--- src/rtl/autobaud_pkg.sv ---
package autobaud_pkg;
  typedef enum logic [1:0] {
    AB_IDLE  = 2'd0,
    AB_ARMED = 2'd1,
    AB_COUNT = 2'd2
  } ab_state_e;
endpackage

--- src/rtl/ab_sync.sv ---
module ab_sync #(
  parameter int   STAGES    = 2,
  parameter logic RESET_VAL = 1'b1
) (
  input  logic clk,
  input  logic rst_n,
  input  logic d,
  output logic q
);
  logic [STAGES-1:0] chain;

  generate
    if (STAGES == 1) begin : g_single
      always_ff @(posedge clk or negedge rst_n) begin
        if (!rst_n) chain <= RESET_VAL;
        else        chain <= d;
      end
    end else begin : g_multi
      always_ff @(posedge clk or negedge rst_n) begin
        if (!rst_n) chain <= {STAGES{RESET_VAL}};
        else        chain <= {chain[STAGES-2:0], d};
      end
    end
  endgenerate

  assign q = chain[STAGES-1];
endmodule

--- src/rtl/ab_edge.sv ---
module ab_edge (
  input  logic clk,
  input  logic rst_n,
  input  logic level_i,
  output logic rise_o,
  output logic fall_o
);
  logic prev;

  always_ff @(posedge clk or negedge rst_n) begin
    if (!rst_n) prev <= 1'b1;
    else        prev <= level_i;
  end

  assign rise_o = level_i & ~prev;
  assign fall_o = ~level_i & prev;
endmodule

--- src/rtl/ab_measure.sv ---
module ab_measure
  import autobaud_pkg::*;
#(
  parameter int CNT_W      = 20,
  parameter int SPAN_SHIFT = 3,
  parameter int IDLE_LIMIT = 20000,
  parameter int DIV_W      = CNT_W - SPAN_SHIFT
) (
  input  logic             clk,
  input  logic             rst_n,
  input  logic             level_i,
  input  logic             rise_i,
  input  logic             fall_i,
  output logic             ok_o,
  output logic [DIV_W-1:0] div_o
);
  localparam int               HI_W    = $clog2(IDLE_LIMIT + 1);
  localparam logic [CNT_W-1:0] CNT_MAX = '1;
  localparam logic [HI_W-1:0]  HI_LIM  = HI_W'(IDLE_LIMIT);

  ab_state_e        st;
  logic [CNT_W-1:0] cnt;
  logic [CNT_W-1:0] span;
  logic             span_sat;
  logic [1:0]       edges;
  logic [HI_W-1:0]  hi;
  logic             finish;

  assign finish = (st == AB_COUNT) && (hi == HI_LIM);
  assign div_o  = span[CNT_W-1:SPAN_SHIFT];
  assign ok_o   = finish && (edges == 2'd2) && !span_sat && (div_o != '0);

  always_ff @(posedge clk or negedge rst_n) begin
    if (!rst_n) begin
      st       <= AB_IDLE;
      cnt      <= '0;
      span     <= '0;
      span_sat <= 1'b0;
      edges    <= '0;
      hi       <= '0;
    end else begin
      unique case (st)
        AB_IDLE: begin
          if (fall_i) st <= AB_ARMED;
        end
        AB_ARMED: begin
          if (rise_i) begin
            st       <= AB_COUNT;
            cnt      <= CNT_W'(1);
            edges    <= 2'd1;
            hi       <= HI_W'(1);
            span     <= '0;
            span_sat <= 1'b0;
          end
        end
        AB_COUNT: begin
          if (finish) begin
            st <= AB_IDLE;
          end else begin
            if (rise_i) begin
              if (edges == 2'd1) begin
                span     <= cnt;
                span_sat <= (cnt == CNT_MAX);
              end
              if (edges != 2'd3) edges <= edges + 2'd1;
            end
            if (cnt != CNT_MAX) cnt <= cnt + CNT_W'(1);
            if (!level_i)         hi <= '0;
            else if (hi != HI_LIM) hi <= hi + HI_W'(1);
          end
        end
        default: st <= AB_IDLE;
      endcase
    end
  end

  // span taken from the running count at the second rising edge
  p_span_capture_r2: assert property (@(posedge clk) disable iff (!rst_n)
    (st == AB_COUNT && !finish && rise_i && edges == 2'd1) |=> (span == $past(cnt)));

  // saturated counter stays pinned while counting continues
  p_cnt_sat_r6: assert property (@(posedge clk) disable iff (!rst_n)
    (st == AB_COUNT && !finish && cnt == CNT_MAX) |=> (cnt == CNT_MAX));

  // a completed character always returns to waiting
  p_finish_idle_r3: assert property (@(posedge clk) disable iff (!rst_n)
    finish |=> (st == AB_IDLE));
endmodule

--- src/rtl/ab_hold.sv ---
module ab_hold #(
  parameter int DIV_W = 17
) (
  input  logic             clk,
  input  logic             rst_n,
  input  logic             load_i,
  input  logic [DIV_W-1:0] data_i,
  input  logic             ready_i,
  output logic             valid_o,
  output logic [DIV_W-1:0] data_o
);
  logic load_fire;
  assign load_fire = load_i && !valid_o;

  always_ff @(posedge clk or negedge rst_n) begin
    if (!rst_n) begin
      valid_o <= 1'b0;
      data_o  <= '0;
    end else begin
      if (valid_o && ready_i) valid_o <= 1'b0;
      if (load_fire) begin
        valid_o <= 1'b1;
        data_o  <= data_i;
      end
    end
  end

  // back-pressured output holds
  p_hold_stable_r8: assert property (@(posedge clk) disable iff (!rst_n)
    (valid_o && !ready_i) |=> (valid_o && $stable(data_o)));

  // a new result arriving while one waits does not disturb it
  p_drop_pending_r9: assert property (@(posedge clk) disable iff (!rst_n)
    (valid_o && !ready_i && load_i) |=> (data_o == $past(data_o)));

  // an offered divisor is never zero
  p_div_nonzero_r7: assert property (@(posedge clk) disable iff (!rst_n)
    valid_o |-> (data_o != '0));
endmodule

--- src/rtl/autobaud_edge_timer.sv ---
module autobaud_edge_timer #(
  parameter int CNT_W       = 20,
  parameter int SPAN_SHIFT  = 3,
  parameter int IDLE_LIMIT  = 20000,
  parameter int SYNC_STAGES = 2,
  localparam int DIV_W      = CNT_W - SPAN_SHIFT
) (
  input  logic             clk,
  input  logic             rst_n,
  input  logic             rx_line,
  input  logic             div_ready,
  output logic             div_valid,
  output logic [DIV_W-1:0] div_data
);
  logic             line_s;
  logic             rise;
  logic             fall;
  logic             meas_ok;
  logic [DIV_W-1:0] meas_div;

  ab_sync #(.STAGES(SYNC_STAGES), .RESET_VAL(1'b1)) u_sync (
    .clk(clk), .rst_n(rst_n), .d(rx_line), .q(line_s)
  );

  ab_edge u_edge (
    .clk(clk), .rst_n(rst_n), .level_i(line_s), .rise_o(rise), .fall_o(fall)
  );

  ab_measure #(
    .CNT_W(CNT_W), .SPAN_SHIFT(SPAN_SHIFT), .IDLE_LIMIT(IDLE_LIMIT), .DIV_W(DIV_W)
  ) u_measure (
    .clk(clk), .rst_n(rst_n), .level_i(line_s), .rise_i(rise), .fall_i(fall),
    .ok_o(meas_ok), .div_o(meas_div)
  );

  ab_hold #(.DIV_W(DIV_W)) u_hold (
    .clk(clk), .rst_n(rst_n), .load_i(meas_ok), .data_i(meas_div),
    .ready_i(div_ready), .valid_o(div_valid), .data_o(div_data)
  );
endmodule

--- config.mk ---
export PLATFORM = sky130hd
export DESIGN_NAME = autobaud_edge_timer
export DESIGN_NICKNAME = d
export VERILOG_FILES = /design/src/rtl/autobaud_pkg.sv /design/src/rtl/ab_sync.sv /design/src/rtl/ab_edge.sv /design/src/rtl/ab_measure.sv /design/src/rtl/ab_hold.sv /design/src/rtl/autobaud_edge_timer.sv
export SDC_FILE = /design/constraint.sdc
export NUM_CORES = 1
export LEC_CHECK = 0
export ABC_CLOCK_PERIOD_IN_PS = 5600
export BUFFER_PORTS_ARGS = -buffer_cell sky130_fd_sc_hd__buf_4
export CAP_MARGIN = 10
export CORE_AREA = 2 2 80 82
export DETAILED_ROUTE_END_ITERATION = 8
export DIE_AREA = 0 0 82 84
export PLACE_DENSITY = 0.82
export SETUP_SLACK_MARGIN = 0.05
export SLEW_MARGIN = 15
export SYNTH_ARGS = -nofsm -noshare
export SYNTH_HDL_FRONTEND = slang
export SYNTH_SLANG_ARGS = --single-unit
--- constraint.sdc ---
create_clock -name clk -period 5.6 [get_ports clk]
set_clock_uncertainty 0.05 [all_clocks]
set_input_delay 0.28 -clock clk [delete_from_list [all_inputs] [get_ports clk]]
set_output_delay 0.28 -clock clk [all_outputs]
set_load 0.01 [all_outputs]
==> impl_metrics.tcl <==
set metrics [dict create \
    run_status "complete, no violations" \
    number_of_levels_the_h_tree_was_split_into 3 \
    post_dp_cell_area_um2 4000 \
    gp_congestion 0.909 \
    commonest_non_fill_non_tap_cell_in_the_layout "dfrtp_1" \
    cts_resized 0 \
    detail_route.drc_violations 0 \
    sequentialPowerShare_pct 44.0 \
    numPlacedInstances 435 \
    fin_tns_setup_ns 0 \
    ff_latch_area_um2 1960 \
    layout_common_cells "dfrtp_1 (75), o21ai_0 (28), nand2_1 (27), buf_4 (24), nor2_1 (18)" \
    antenna_violating_nets_post_route 0 \
    maxSlewHeadroom_pct 29.3 \
    clk-insertion-delay-late_ns 0.35 \
    report.final.hold_viol_count 0 \
    timing.max_cap.violations 0 \
    cp_data_arrival_time_ns 2.81 \
    post-route-worst-setup-slack_ns 3.01 \
    combined_area_of_all_synthesized_cells_um2 3800 \
    grt_pass1_vias 2801 \
    grt_remaining_overflow 0 \
    power.density_cell_area_nw_per_um2 342 \
    die_x_um 82 \
    final_period_utilization_pct 46.2 \
    synthesis.area_per_instance_um2 10.8 \
    finish.instance_area_um2 4260 \
    grt_max_degree 79 \
    dpl.hpwl_um 5390 \
    power.switching_fraction_pct 31.3 \
    area_overhead_vs_synth_pct 12.1 \
    final_core_util_pct 70.0 \
    main_combinational_cell_family_by_area_after_synthesis "compound AO/OA/AOI/OAI gates" \
    syn_nets 362 \
    final_instance_count_excl_fillers 452 \
    power_frac_clock_pct 35.9 \
    timing.final.crit_period_ns 2.59 \
    die_y_um 84 \
    synth.yosys.warnings 0 \
    synthCells 352 \
    synth_compound_area_share_pct 20.2 \
    cts_num_sinks 78 \
    cp_data_required_time_ns 5.82 \
    antenna-diode-count 0 \
    number_of_setup_buffers_added_after_cts 0 \
    synthAdderAreaFrac_pct 1.97 \
    core.rowCount 29 \
    final_setup_violation_count 0 \
    synth_mux_area_share_pct 6.22 \
    synthXorXnorAreaFrac_pct 0 \
    synth_top_area_cell "dfrtp_1" \
    core_area_um2 6100 \
    gate_power_share_pct 20.1 \
    grt.total_usage_pct 24.9 \
    tritoncts_clock_tree "yes" \
    post_synth_num_cell_types 47 \
    worst-setup-path-type "flop to flop" \
    synthSimpleGateAreaFrac_pct 16.8 \
    ys_seq_area_share_pct 51.4 \
    clk_pin_slew_ns 0.09 \
    drt-pass1-iter-count 4 \
    static_leakage_nw 1.95 \
    avgViaCountPerCell 6.38 \
    multiInputGateArea_um2 1730 \
    drtIter0Drc 208 \
    routed_wirelength_um 7940 \
    start_kind "flop" \
    ioPinCount 22 \
    switching_power_w 0.000456 \
    critical_path.endpoint_type "flop" \
    pre_cts_slack_ns 3.12 \
    wl_per_cell_um 17.6 \
    final_layout_size_suffix_gt1_share_pct 20.3 \
    antenna_found_initial 0 \
    place.port_buffers 21 \
    cts_buffer_depth 2 \
    fill_cells 441 \
    crit_path_max_fanout 16 \
    num-nets-final 380 \
    detailroute.via_count 2883 \
    rsz0062_at_grt "no" \
    number_of_clock_buffers_inserted_by_tritoncts 9 \
    grt_pass1_wl_um 13400 \
    fmax_mhz 387 \
    synth_area_leaders "dfrtp_1 (49%), a22o_1 (3.7%), o21ai_0 (3.7%)" \
    max_slew.worst_pin.slew_ns 1.06 \
    synth_top_cell_area_share_pct 49.3 \
    report.final.slew_viol_count 0 \
    ctsRootBufferMaster "clkbuf_8" \
    power_internal_w 0.00100 \
    start_util_pct 62.4 \
    synth.ff_latch_count 78 \
    max-vdd-ir-drop_v 0.000180 \
    dieArea_um2 6890 \
    min_path_type "input pin to asynchronous set/reset pin" \
]
registers in the layout, summed over array words and instances (netlist names):
| name | count |
|---|---|
| u_measure.cnt | 20 |
| u_hold.data_o | 17 |
| u_measure.span | 17 |
| u_measure.hi | 15 |
| u_measure.edges | 2 |
| u_measure.st | 2 |
| u_sync.chain | 2 |
| u_edge.prev | 1 |
| u_hold.valid_o | 1 |
| u_measure.span_sat | 1 |
final timing paths:
path	from	endpoint	slack (ns)	depth (start not counted)
worst max-delay path	u_measure.hi[0]	u_measure.span[16]	3.01	7
worst max register to register	u_measure.hi[0]	u_measure.span[16]	3.01	7
max in group asynchronous	rst_n	u_measure.span_sat	4.85	1
worst min register to register	u_sync.chain[0]	u_sync.chain[1]	0.32	0
worst min-delay path	rst_n	u_hold.data_o[10]	0.02	1
min in group clk	div_ready	u_hold.valid_o	0.16	3
cell usage after synthesis (all sizes together):
master	number
a22o	16
a211oi	4
inv	11
or4	2
mux2	18
nor2b	6
o21a	2
o22a	1
dfstp	3
nor4	8
a31oi	16
o41ai	5
and2	5
and4	3
a21o	1
ha	6
o211ai	2
clkbuf	9
nand2b	2
nand2	27
nand4	11
and3	6
nand3	12
dfrtp	75
nor3	3
a41oi	3
o21ai	29
a21oi	16
o31a	1
nor3b	1
and4bb	2
or2	1
o21ba	1
nor2	18
a311oi	1
o31ai	15
buf	9
o2111ai	1
power groups by stage:
stage,Combinational [W],Clock [W],Sequential [W]
after floorplan,0.000231,0,0.000629
after global placement,0.000276,0,0.000647
after detailed placement,0.000287,0,0.000652
after CTS,0.000290,0.000530,0.000640
after global routing,0.000334,0.000556,0.000648
final,0.000293,0.000523,0.000641
area by class of cell:
class                      instances  share of cell area [%]
multi-input combinational        245                    40.5
tap                               77                    2.26
clock inverter                     6                    2.76
clock buffer                      10                    3.23
timing repair buffer              25                    4.46
inverter                          11                   0.968
sequential                        78                    45.9
critical path, cell delays in order (launching register included):
cell,delay (ns)
dfrtp_1,0.39
inv_1,0.09
ha_1,0.20
and4bb_2,0.26
nand4_4,0.15
nand3_1,0.19
nor3b_2,0.89
a22o_1,0.28
metal layers:
metal / wire (µm) / track usage (%) / up-vias / part of all wire [%]
met2: 3900 / 39.5 / 107 / 49
li1: - / - / 1379 / -
met4: 88 / 8.03 / 0 / 1.1
met3: 403 / 4.11 / 10 / 5.1
met5: 0 / 0 / - / 0
met1: 3550 / 34.7 / 1387 / 45
metrics by stage:
stage / power [W] / hold WS, ns
finish: 0.00146 / 0.0161
global route: 0.00154 / 0.0991
global placement: 0.000924 / 0.296
detailed placement: 0.000939 / 0.308
CTS: 0.00146 / 0.0486
floorplan: 0.000860 / -0.0656
timing repair:
item | in CTS | in global routing
endpoints found under the hold margin | 1 | 0
endpoints found under the setup margin | 0 | 0
hold buffers | 1 | 0
kinds of logic (layout without fill, tap and decap cells):
group | Yosys count | count (layout)
muxes | 18 | 18
AOI/OAI and AO/OA | 114 | 114
buffers and inverters | 29 | 52
adders and majority gates | 6 | 6
and+or+nand+nor | 107 | 107
DFF | 78 | 78
Power figures use the tool's default switching activity.
